## config.mk

```make
export PLATFORM = sky130hd
export DESIGN_NAME = modint_bank_mapper
export DESIGN_NICKNAME = d
export VERILOG_FILES = /design/src/rtl/bankmap_pkg.sv /design/src/rtl/bankmap_residue.sv /design/src/rtl/bankmap_range.sv /design/src/rtl/modint_bank_mapper.sv
export SDC_FILE = /design/constraint.sdc
export NUM_CORES = 1
export LEC_CHECK = 0
export BUFFER_PORTS_ARGS = -buffer_cell sky130_fd_sc_hd__buf_2
export CAP_MARGIN = 30
export CELL_PAD_IN_SITES_DETAIL_PLACEMENT = 0
export CELL_PAD_IN_SITES_GLOBAL_PLACEMENT = 1
export CORE_MARGIN = 2
export CORE_UTILIZATION = 41
export CTS_BUF_LIST = sky130_fd_sc_hd__clkbuf_4 sky130_fd_sc_hd__clkbuf_8
export DETAILED_ROUTE_END_ITERATION = 12
export PLACE_DENSITY_LB_ADDON = 0.1
export SYNTH_ARGS = -nofsm -noshare
export SYNTH_HDL_FRONTEND = slang
export SYNTH_SLANG_ARGS = --single-unit
```

## constraint.sdc

```tcl
create_clock -name clk -period 1 [get_ports clk]
set_input_delay 0.05 -clock clk [delete_from_list [all_inputs] [get_ports clk]]
set_output_delay 0.05 -clock clk [all_outputs]
set_load 0.01 [all_outputs]
```

## src/rtl/bankmap_pkg.sv

```systemverilog
package bankmap_pkg;

  // Smallest digit width d for which 2^d == 1 (mod n); digits of that
  // width sum to a value congruent to the whole address modulo n.
  function automatic int unsigned digit_width(input int unsigned n);
    int unsigned d;
    d = 1;
    for (int unsigned k = 1; k <= 16; k++) begin
      if (((64'd1 << k) % n) == 1 && d == 1 && ((64'd2 % n) != 1)) d = k;
    end
    if ((64'd2 % n) == 1) d = 1;
    return d;
  endfunction

  // Restoring reduction of a small digit sum; bounded compare-subtract steps.
  function automatic int unsigned reduce_mod(input int unsigned s,
                                             input int unsigned n);
    int unsigned r;
    r = s;
    for (int k = 15; k >= 0; k--) begin
      if (r >= (n << k)) r = r - (n << k);
    end
    return r;
  endfunction

endpackage

```

## src/rtl/bankmap_residue.sv

```systemverilog
module bankmap_residue
  import bankmap_pkg::*;
#(
  parameter int ADDR_BITS = 5,
  parameter int NUM_BANKS = 3,
  localparam int BANK_W   = (NUM_BANKS > 1) ? $clog2(NUM_BANKS) : 1
) (
  input  logic [ADDR_BITS-1:0] addr,
  output logic [BANK_W-1:0]    residue
);
  localparam int DW    = int'(digit_width(NUM_BANKS));
  localparam int NDIG  = (ADDR_BITS + DW - 1) / DW;
  localparam int PAD_W = NDIG * DW;
  localparam int SUM_W = DW + $clog2(NDIG + 1);

  logic [PAD_W-1:0] padded;
  logic [DW-1:0]    digit [NDIG];
  logic [SUM_W-1:0] digit_sum;

  assign padded = PAD_W'(addr);

  for (genvar g = 0; g < NDIG; g++) begin : g_digit
    assign digit[g] = padded[g*DW +: DW];
  end

  always_comb begin
    digit_sum = '0;
    for (int i = 0; i < NDIG; i++) digit_sum = digit_sum + SUM_W'(digit[i]);
  end

  assign residue = BANK_W'(reduce_mod(32'(digit_sum), NUM_BANKS));

endmodule

```

## src/rtl/bankmap_range.sv

```systemverilog
module bankmap_range #(
  parameter int ADDR_BITS = 5,
  parameter int NUM_BANKS = 3,
  parameter int OFF_BITS  = 3
) (
  input  logic [ADDR_BITS-1:0] addr,
  output logic                 in_range
);
  localparam longint unsigned LIMIT = longint'(NUM_BANKS) << OFF_BITS;

  assign in_range = (64'(addr) < 64'(LIMIT));

endmodule

```

## src/rtl/modint_bank_mapper.sv

```systemverilog
module modint_bank_mapper #(
  parameter int ADDR_BITS = 5,
  parameter int NUM_BANKS = 3,
  parameter int OFF_BITS  = 3,
  localparam int BANK_W   = (NUM_BANKS > 1) ? $clog2(NUM_BANKS) : 1
) (
  input  logic                 clk,
  input  logic                 rst_n,
  input  logic                 in_valid,
  input  logic [ADDR_BITS-1:0] in_addr,
  output logic                 out_valid,
  output logic [BANK_W-1:0]    out_bank,
  output logic [OFF_BITS-1:0]  out_offset,
  output logic                 out_err
);
  // Named internal events
  logic                in_range;
  logic [BANK_W-1:0]   map_bank;
  logic [OFF_BITS-1:0] map_offset;
  logic                load_map;
  logic                load_err;

  bankmap_residue #(.ADDR_BITS(ADDR_BITS), .NUM_BANKS(NUM_BANKS)) u_residue (
    .addr    (in_addr),
    .residue (map_bank)
  );

  bankmap_range #(.ADDR_BITS(ADDR_BITS), .NUM_BANKS(NUM_BANKS),
                  .OFF_BITS(OFF_BITS)) u_range (
    .addr     (in_addr),
    .in_range (in_range)
  );

  assign map_offset = in_addr[OFF_BITS-1:0];
  assign load_map   = in_valid &&  in_range;
  assign load_err   = in_valid && !in_range;

  always_ff @(posedge clk or negedge rst_n) begin
    if (!rst_n) begin
      out_valid  <= 1'b0;
      out_bank   <= '0;
      out_offset <= '0;
      out_err    <= 1'b0;
    end else begin
      out_valid <= in_valid;
      if (load_map) begin
        out_bank   <= map_bank;
        out_offset <= map_offset;
        out_err    <= 1'b0;
      end else if (load_err) begin
        out_bank   <= '0;
        out_offset <= '0;
        out_err    <= 1'b1;
      end
    end
  end

  a_r2_valid_follows: assert property (@(posedge clk) disable iff (!rst_n)
    in_valid |=> out_valid);
  a_r2_idle_quiet: assert property (@(posedge clk) disable iff (!rst_n)
    !in_valid |=> !out_valid);
  a_r3_bank_below_count: assert property (@(posedge clk) disable iff (!rst_n)
    out_valid && !out_err |-> 32'(out_bank) < NUM_BANKS);
  a_r4_offset_low_bits: assert property (@(posedge clk) disable iff (!rst_n)
    load_map |=> out_offset == $past(in_addr[OFF_BITS-1:0]));
  a_r5_err_zero_fields: assert property (@(posedge clk) disable iff (!rst_n)
    out_valid && out_err |-> out_bank == '0 && out_offset == '0);
  a_r5_err_on_range: assert property (@(posedge clk) disable iff (!rst_n)
    in_valid |=> out_err == !$past(in_range));
  a_r8_hold_idle: assert property (@(posedge clk) disable iff (!rst_n)
    !in_valid |=> $stable(out_bank) && $stable(out_offset) && $stable(out_err));

endmodule

```

### Yosys cells after proc, flatten, opt, wreduce, memory -nomap -nowiden

Index checks and enable logic that the tools add are counted.

| storage, ports and cells | value |
|---|---|
| output and inout port bits | 7 |
| input port bits | 8 |
| logic and storage cells | 26 |
| flip-flop bits (word level) | 7 |
| latch bits | 0 |
| memories | 0 |
| ROM bits | 0 |
| RAM bits | 0 |

| operators by class | value |
|---|---|
| shift-type cells | 0 |
| magnitude comparators | 4 |
| $mul | 0 |
| add/subtract/negate cells | 5 |
| reduce and logical (&&, ||, !) cells | 4 |
| div/mod/pow operators | 0 |
| bitwise operators | 0 |
| equal/unequal tests | 0 |
| mux-type cells | 9 |

Operators by type and width:

| kind | count |
|---|---|
| 32-bit two-way mux | 2 |
| 32-bit by 2-bit >= comparator with 1-bit output (second input constant) | 1 |
| 32-bit by 3-bit >= comparator with 1-bit output (second input constant) | 1 |
| 32-bit by 3-bit subtractor with 32-bit output (second input constant) | 1 |
| 2-bit two-way mux | 3 |
| 3-bit two-way mux | 2 |
| 5-bit less-than comparator (second input constant) | 1 |
| 4-bit by 4-bit subtractor with 5-bit output (second input constant) | 1 |
| 4-bit by 1-bit adder with 4-bit output | 1 |
| 4-bit >= comparator (second input constant) | 1 |
| 2-bit by 2-bit adder with 3-bit output | 1 |
| 1-bit logical AND | 2 |
| 1-bit two-way mux | 2 |
| 2-bit nonzero test | 1 |
| 2-bit subtractor (second input constant) | 1 |
| 1-bit logical NOT | 1 |

### Longest topological paths before layout

| depth | value |
|---|---|
| depth after elaboration | 9 |
| mapped depth | 18 |
| mapped depth without buffers | 18 |

### Modules after synthesis

A second synthesis with hierarchy kept.

| second synthesis, totals | value |
|---|---|
| cell total of the unflattened synthesis | 41 |
| area, all modules | 385.4 um2 |

By module, submodules not included:

| module | seq. area each (um2) | area each (um2) | instances | cells an instance |
|---|---|---|---|---|
| modint_bank_mapper | 175.2 | 269.0 | 1 | 25 |
| bankmap_residue | 0.0 | 112.6 | 1 | 15 |
| bankmap_range | 0.0 | 3.8 | 1 | 1 |

### Worst setup path after synthesis

Ideal clock, no wire load.

| timing | value |
|---|---|
| path kind | input port to flip-flop |
| start point | input in_addr[0] |
| end point | register out_bank[1] |
| stages on the path | 18 |
| arrival | 3202 ps |
| path buffers | 0 |
| path slack | -2328 ps |
| data required time | 874 ps |
| library setup time | 126 ps |
| path through | ha_1 > fa_1 > ha_1 > inv_1 > nand2_1 > o21ai_0 > ha_1 > inv_1 > ha_1 > ha_1 > inv_1 > a31o_1 > xor2_1 > ha_1 > nor4bb_1 > nand4_1 > and3_1 > a221o_1 |

| on the way | value |
|---|---|
| cells in the longest elaborated chain, start to end | 9 |
| elaborated cells on any way between the ends | 17 |
| those cells by class | add/sub: 5; order compare: 4; mux: 4; reduce/logical: 4 |

RTL lines:

| element | RTL line | text |
|---|---|---|
| from (decl) | modint_bank_mapper.sv:10 | `input logic [ADDR_BITS-1:0] in_addr,` |
| 2-bit by 2-bit adder with 3-bit output | bankmap_residue.sv:28 | `for (int i = 0; i < NDIG; i++) digit_sum = digit_sum + SUM_W'(digit[i]);` |
| 4-bit by 1-bit adder with 4-bit output | bankmap_residue.sv:28 |  |
| 4-bit by 4-bit subtractor with 5-bit output or 4-bit >= comparator (tied branches) | bankmap_pkg.sv:21 | `if (r >= (n << k)) r = r - (n << k);` |
| 32-bit two-way mux | bankmap_pkg.sv:21 |  |
| 32-bit by 3-bit subtractor with 32-bit output or 32-bit by 3-bit >= comparator with 1-bit output (tied branches) | bankmap_pkg.sv:21 |  |
| 32-bit two-way mux | bankmap_pkg.sv:21 |  |
| 32-bit by 2-bit >= comparator with 1-bit output or 2-bit subtractor (tied branches) | bankmap_pkg.sv:21 |  |
| 2-bit two-way mux | bankmap_pkg.sv:21 |  |
| 2-bit two-way mux | modint_bank_mapper.sv:46 | `if (load_map) begin` |
| to (signal assigned) | modint_bank_mapper.sv:47 | `out_bank <= map_bank;` |
| to (decl) | modint_bank_mapper.sv:12 | `output logic [BANK_W-1:0] out_bank,` |

Several ways; a longest one is shown, not always the timed one.
A chain may end at the register's enable or synchronous reset.

### Final worst setup path

Ends and elaborated chain as after synthesis.

==> impl_metrics.toml <==
[run_status]
status = "complete, but fails checks"
violations = "negative setup slack"

[timing]
max_freq_ghz = 0.338
setup_viol = 2
finalCritPeriodShare_pct = 296
finalHoldViolCount = 0
finClkSkew_ns = 0
rsz0062_at_grt = "true"
setup_slack_ns = -1.96
drv_slew = 0
period_needed_ns = 2.96

[detailed_routing]
wirelength_um = 1410
drt-initial-drc-count = 7
wl_met3_um = 33
top_layer_used = "met4"
drtPass1Iterations = 3
drc = 0
wl_per_cell_um = 10.6
ant_nets = 0
routed-wl-met2_um = 871
met1_length_um = 492
vias_per_cell = 4.85
vias = 645

[floorplanning]
row_count = 14
die-area_mm2 = 0.00188
ios = 15
start_util_pct = 43.2
core_area_mm2 = 0.00147
fp.dieW_um = 43.4
die_h_um = 43.4

[layout]
final_core_util_pct = 74.2
area_delta_synth_final_pct = 71.9
seq_area_um2 = 175
nFillCells = 114
fin_nets = 140
final_cells = 133
drive_gt1_share_pct = 53.0
multi_input_area_um2 = 518
diodes = 0

[clock_network]
clkTransAtPathRegs_ns = 0.05
numCtsBuffers = 3
cts_sinks = 7
h-tree-depth = 1
clockBufferDepth = 2
clock-root-buffer = "clkbuf_4"
clk_latency_ns = 0.25
cts_tree = "done"

[worst_setup_path]
cpPeakStageDelay_ns = 0.59
r2r_setup_slack_ns = 0.17
path_max_fanout = 3
crit_chain = "buf_8, ha_4, fa_2, ha_4, inv_4, nand2_2, o21ai_2, ha_2, inv_2, ha_4, ha_4, inv_2, a31o_1, xor2_1, ha_2, nor4bb_1, nand4_1, and3_4, a221o_1"
timing.rr.end = "out_bank[1]$_DFFE_PN0P_"
worstSetupPathType = "in2reg"
worst_setup_path_end_kind = "register"
cp_slowest_cell = "fa_2"
worstPathRequired_ns = 1.13
cpMostUsedCell = "ha_4"
start_kind = "input pin"
reg2regPathDepth = 1
r2r-start = "out_bank[1]$_DFFE_PN0P_"
critPathArrivalTime_ns = 3.09

[logic_synthesis]
synthCells = 67
yosysWarnings = 0
synth-edff-count = 0
ys_ff_latch = 7
synth_area_per_cell_um2 = 9.49
synthFlopType = "dfrtp_1"
netlist_area_um2 = 636
seq_area_frac_synth_pct = 27.6
async_flop_share_pct = 100
synth_cell_type_count = 24

[global_route]
grt_pass1_wl_um = 2450
grt_max_degree = 11
grt-ovfl-total = 0
track_usage_pct = 17.3
antenna_found_initial = 0
grt_pass1_vias = 661

[placement]
place.gp.congestion = 0.711
io_buffers = 14
hpwl_um = 1120
dp_cells = 122

[job]
cap_violations = 0

[worst_hold_path]
holdPathStages = 3
hold_class = "in2reg"
min_from = "in_addr[0]"
whs_endpoint = "out_offset[0]$_DFFE_PN0P_"

[power]
power-per-cell-area_mw_per_mm2 = 1160
p_leak_nw = 0.580
ir_drop_mv = 0.632
synth_stat cells (3+ instances only):
library cell | n | area share (%)
dfrtp_1 | 7 | 28
and3_1 | 3 | 3.0
ha_1 | 13 | 26
o21ai_0 | 5 | 3.9
inv_1 | 11 | 6.5
nand2_1 | 5 | 3.0
nand3_1 | 6 | 4.7
where the power goes:
part | total, W | switching (W) | leakage, nW | internal [W]
Combinational | 0.000644 | 0.000277 | 0.474 | 0.000367
Sequential | 0.000349 | 0.0000220 | 0.0876 | 0.000327
Clock | 0.000275 | 0.0000962 | 0.0184 | 0.000179
Total | 0.00127 | 0.000395 | 0.580 | 0.000873
worst max-delay path, delay by kind of cell:
family / cells / cell delay (ns)
adder cells (fa/ha/maj): 7 / 1.51
AND/OR/NAND/NOR: 4 / 0.62
AO/OA/AOI/OAI: 3 / 0.50
buffers and inverters: 4 / 0.23
XOR/XNOR: 1 / 0.16
layer usage:
layer,global-route usage [%],vias to the layer above
met1,15.5,302
met3,1.25,2
li1,-,331
met5,0,-
met4,7.27,0
met2,37.6,10
cell type report:
type | instances | area share [%]
Timing Repair Buffer | 42 | 27.9
Sequential cell | 7 | 16.0
Tap cell | 16 | 1.83
Clock buffer | 4 | 2.75
Multi-Input combinational cell | 53 | 47.4
Inverter | 11 | 4.01
cells by family (layout without fill, tap and decap cells):
family	Yosys count	count (layout)	synth area share [%]
AO/OA/AOI/OAI	10	10	10.8
XOR/XNOR	2	2	2.76
adder cells (fa/ha/maj)	14	14	28.7
buffers and inverters	12	57	7.09
flip-flops	7	7	27.6
other	1	6	0.590
AND/OR/NAND/NOR	21	21	22.4
what timing repair did:
| item | 4_1_cts | 5_1_grt |
|---|---|---|
| pin swaps | 12 | 5 |
| setup endpoints to repair | 2 | 2 |
| gates cloned | 0 | 0 |
| resized for setup | 5 | 5 |
| endpoints found under the hold margin | 8 | 0 |
| hold buffers | 2 | 0 |
| buffers inserted | 4 | 1 |
through the flow:
| stage | cell area [um^2] | hold WS [ns] | worst slack (ns) | setup TNS [ns] | power (W) |
|---|---|---|---|---|---|
| after floorplan | 726 | -0.246 | -1.77 | -3.35 | 0.000690 |
| after global placement | 970 | -0.117 | -2.25 | -4.44 | 0.000919 |
| after detailed placement | 970 | -0.116 | -2.32 | -4.57 | 0.000932 |
| after CTS | 1070 | 0.0662 | -1.96 | -3.86 | 0.00126 |
| after global routing | 1090 | 0.0897 | -2.10 | -4.16 | 0.00138 |
| final | 1090 | 0.0901 | -1.96 | -3.87 | 0.00127 |
flip-flops by register name (all words and copies together) (netlist names):
name / count
out_valid: 1
out_offset: 3
out_err: 1
out_bank: 2
cells in the final DEF, fill, tap and decap left out, types with 2 or more instances in the layout:
cell,n
nand2_2,2
clkbuf_4,4
inv_2,2
nand2_1,3
inv_1,8
dlygate4sd3_1,2
buf_8,2
ha_1,7
ha_4,4
o21ai_0,4
conb_1,6
nand3_1,6
ha_2,2
buf_4,26
and3_1,2
buf_2,12
dfrtp_1,7
how the worst max path moves through the flow:
| stage | startpoint | slack (ns) | end | depth (start not counted) |
|---|---|---|---|---|
| after CTS | in_addr[2] | -1.96 | out_bank[1]$_DFFE_PN0P_ | 19 |
| final | in_addr[0] | -1.96 | out_bank[1]$_DFFE_PN0P_ | 19 |
| after global placement | in_addr[0] | -2.25 | out_bank[1]$_DFFE_PN0P_ | 19 |
| after global routing | in_addr[2] | -2.10 | out_bank[1]$_DFFE_PN0P_ | 19 |
| after floorplan | in_addr[0] | -1.77 | out_bank[1]$_DFFE_PN0P_ | 14 |
| after detailed placement | in_addr[0] | -2.32 | out_bank[1]$_DFFE_PN0P_ | 19 |
Power figures use the tool's default switching activity.
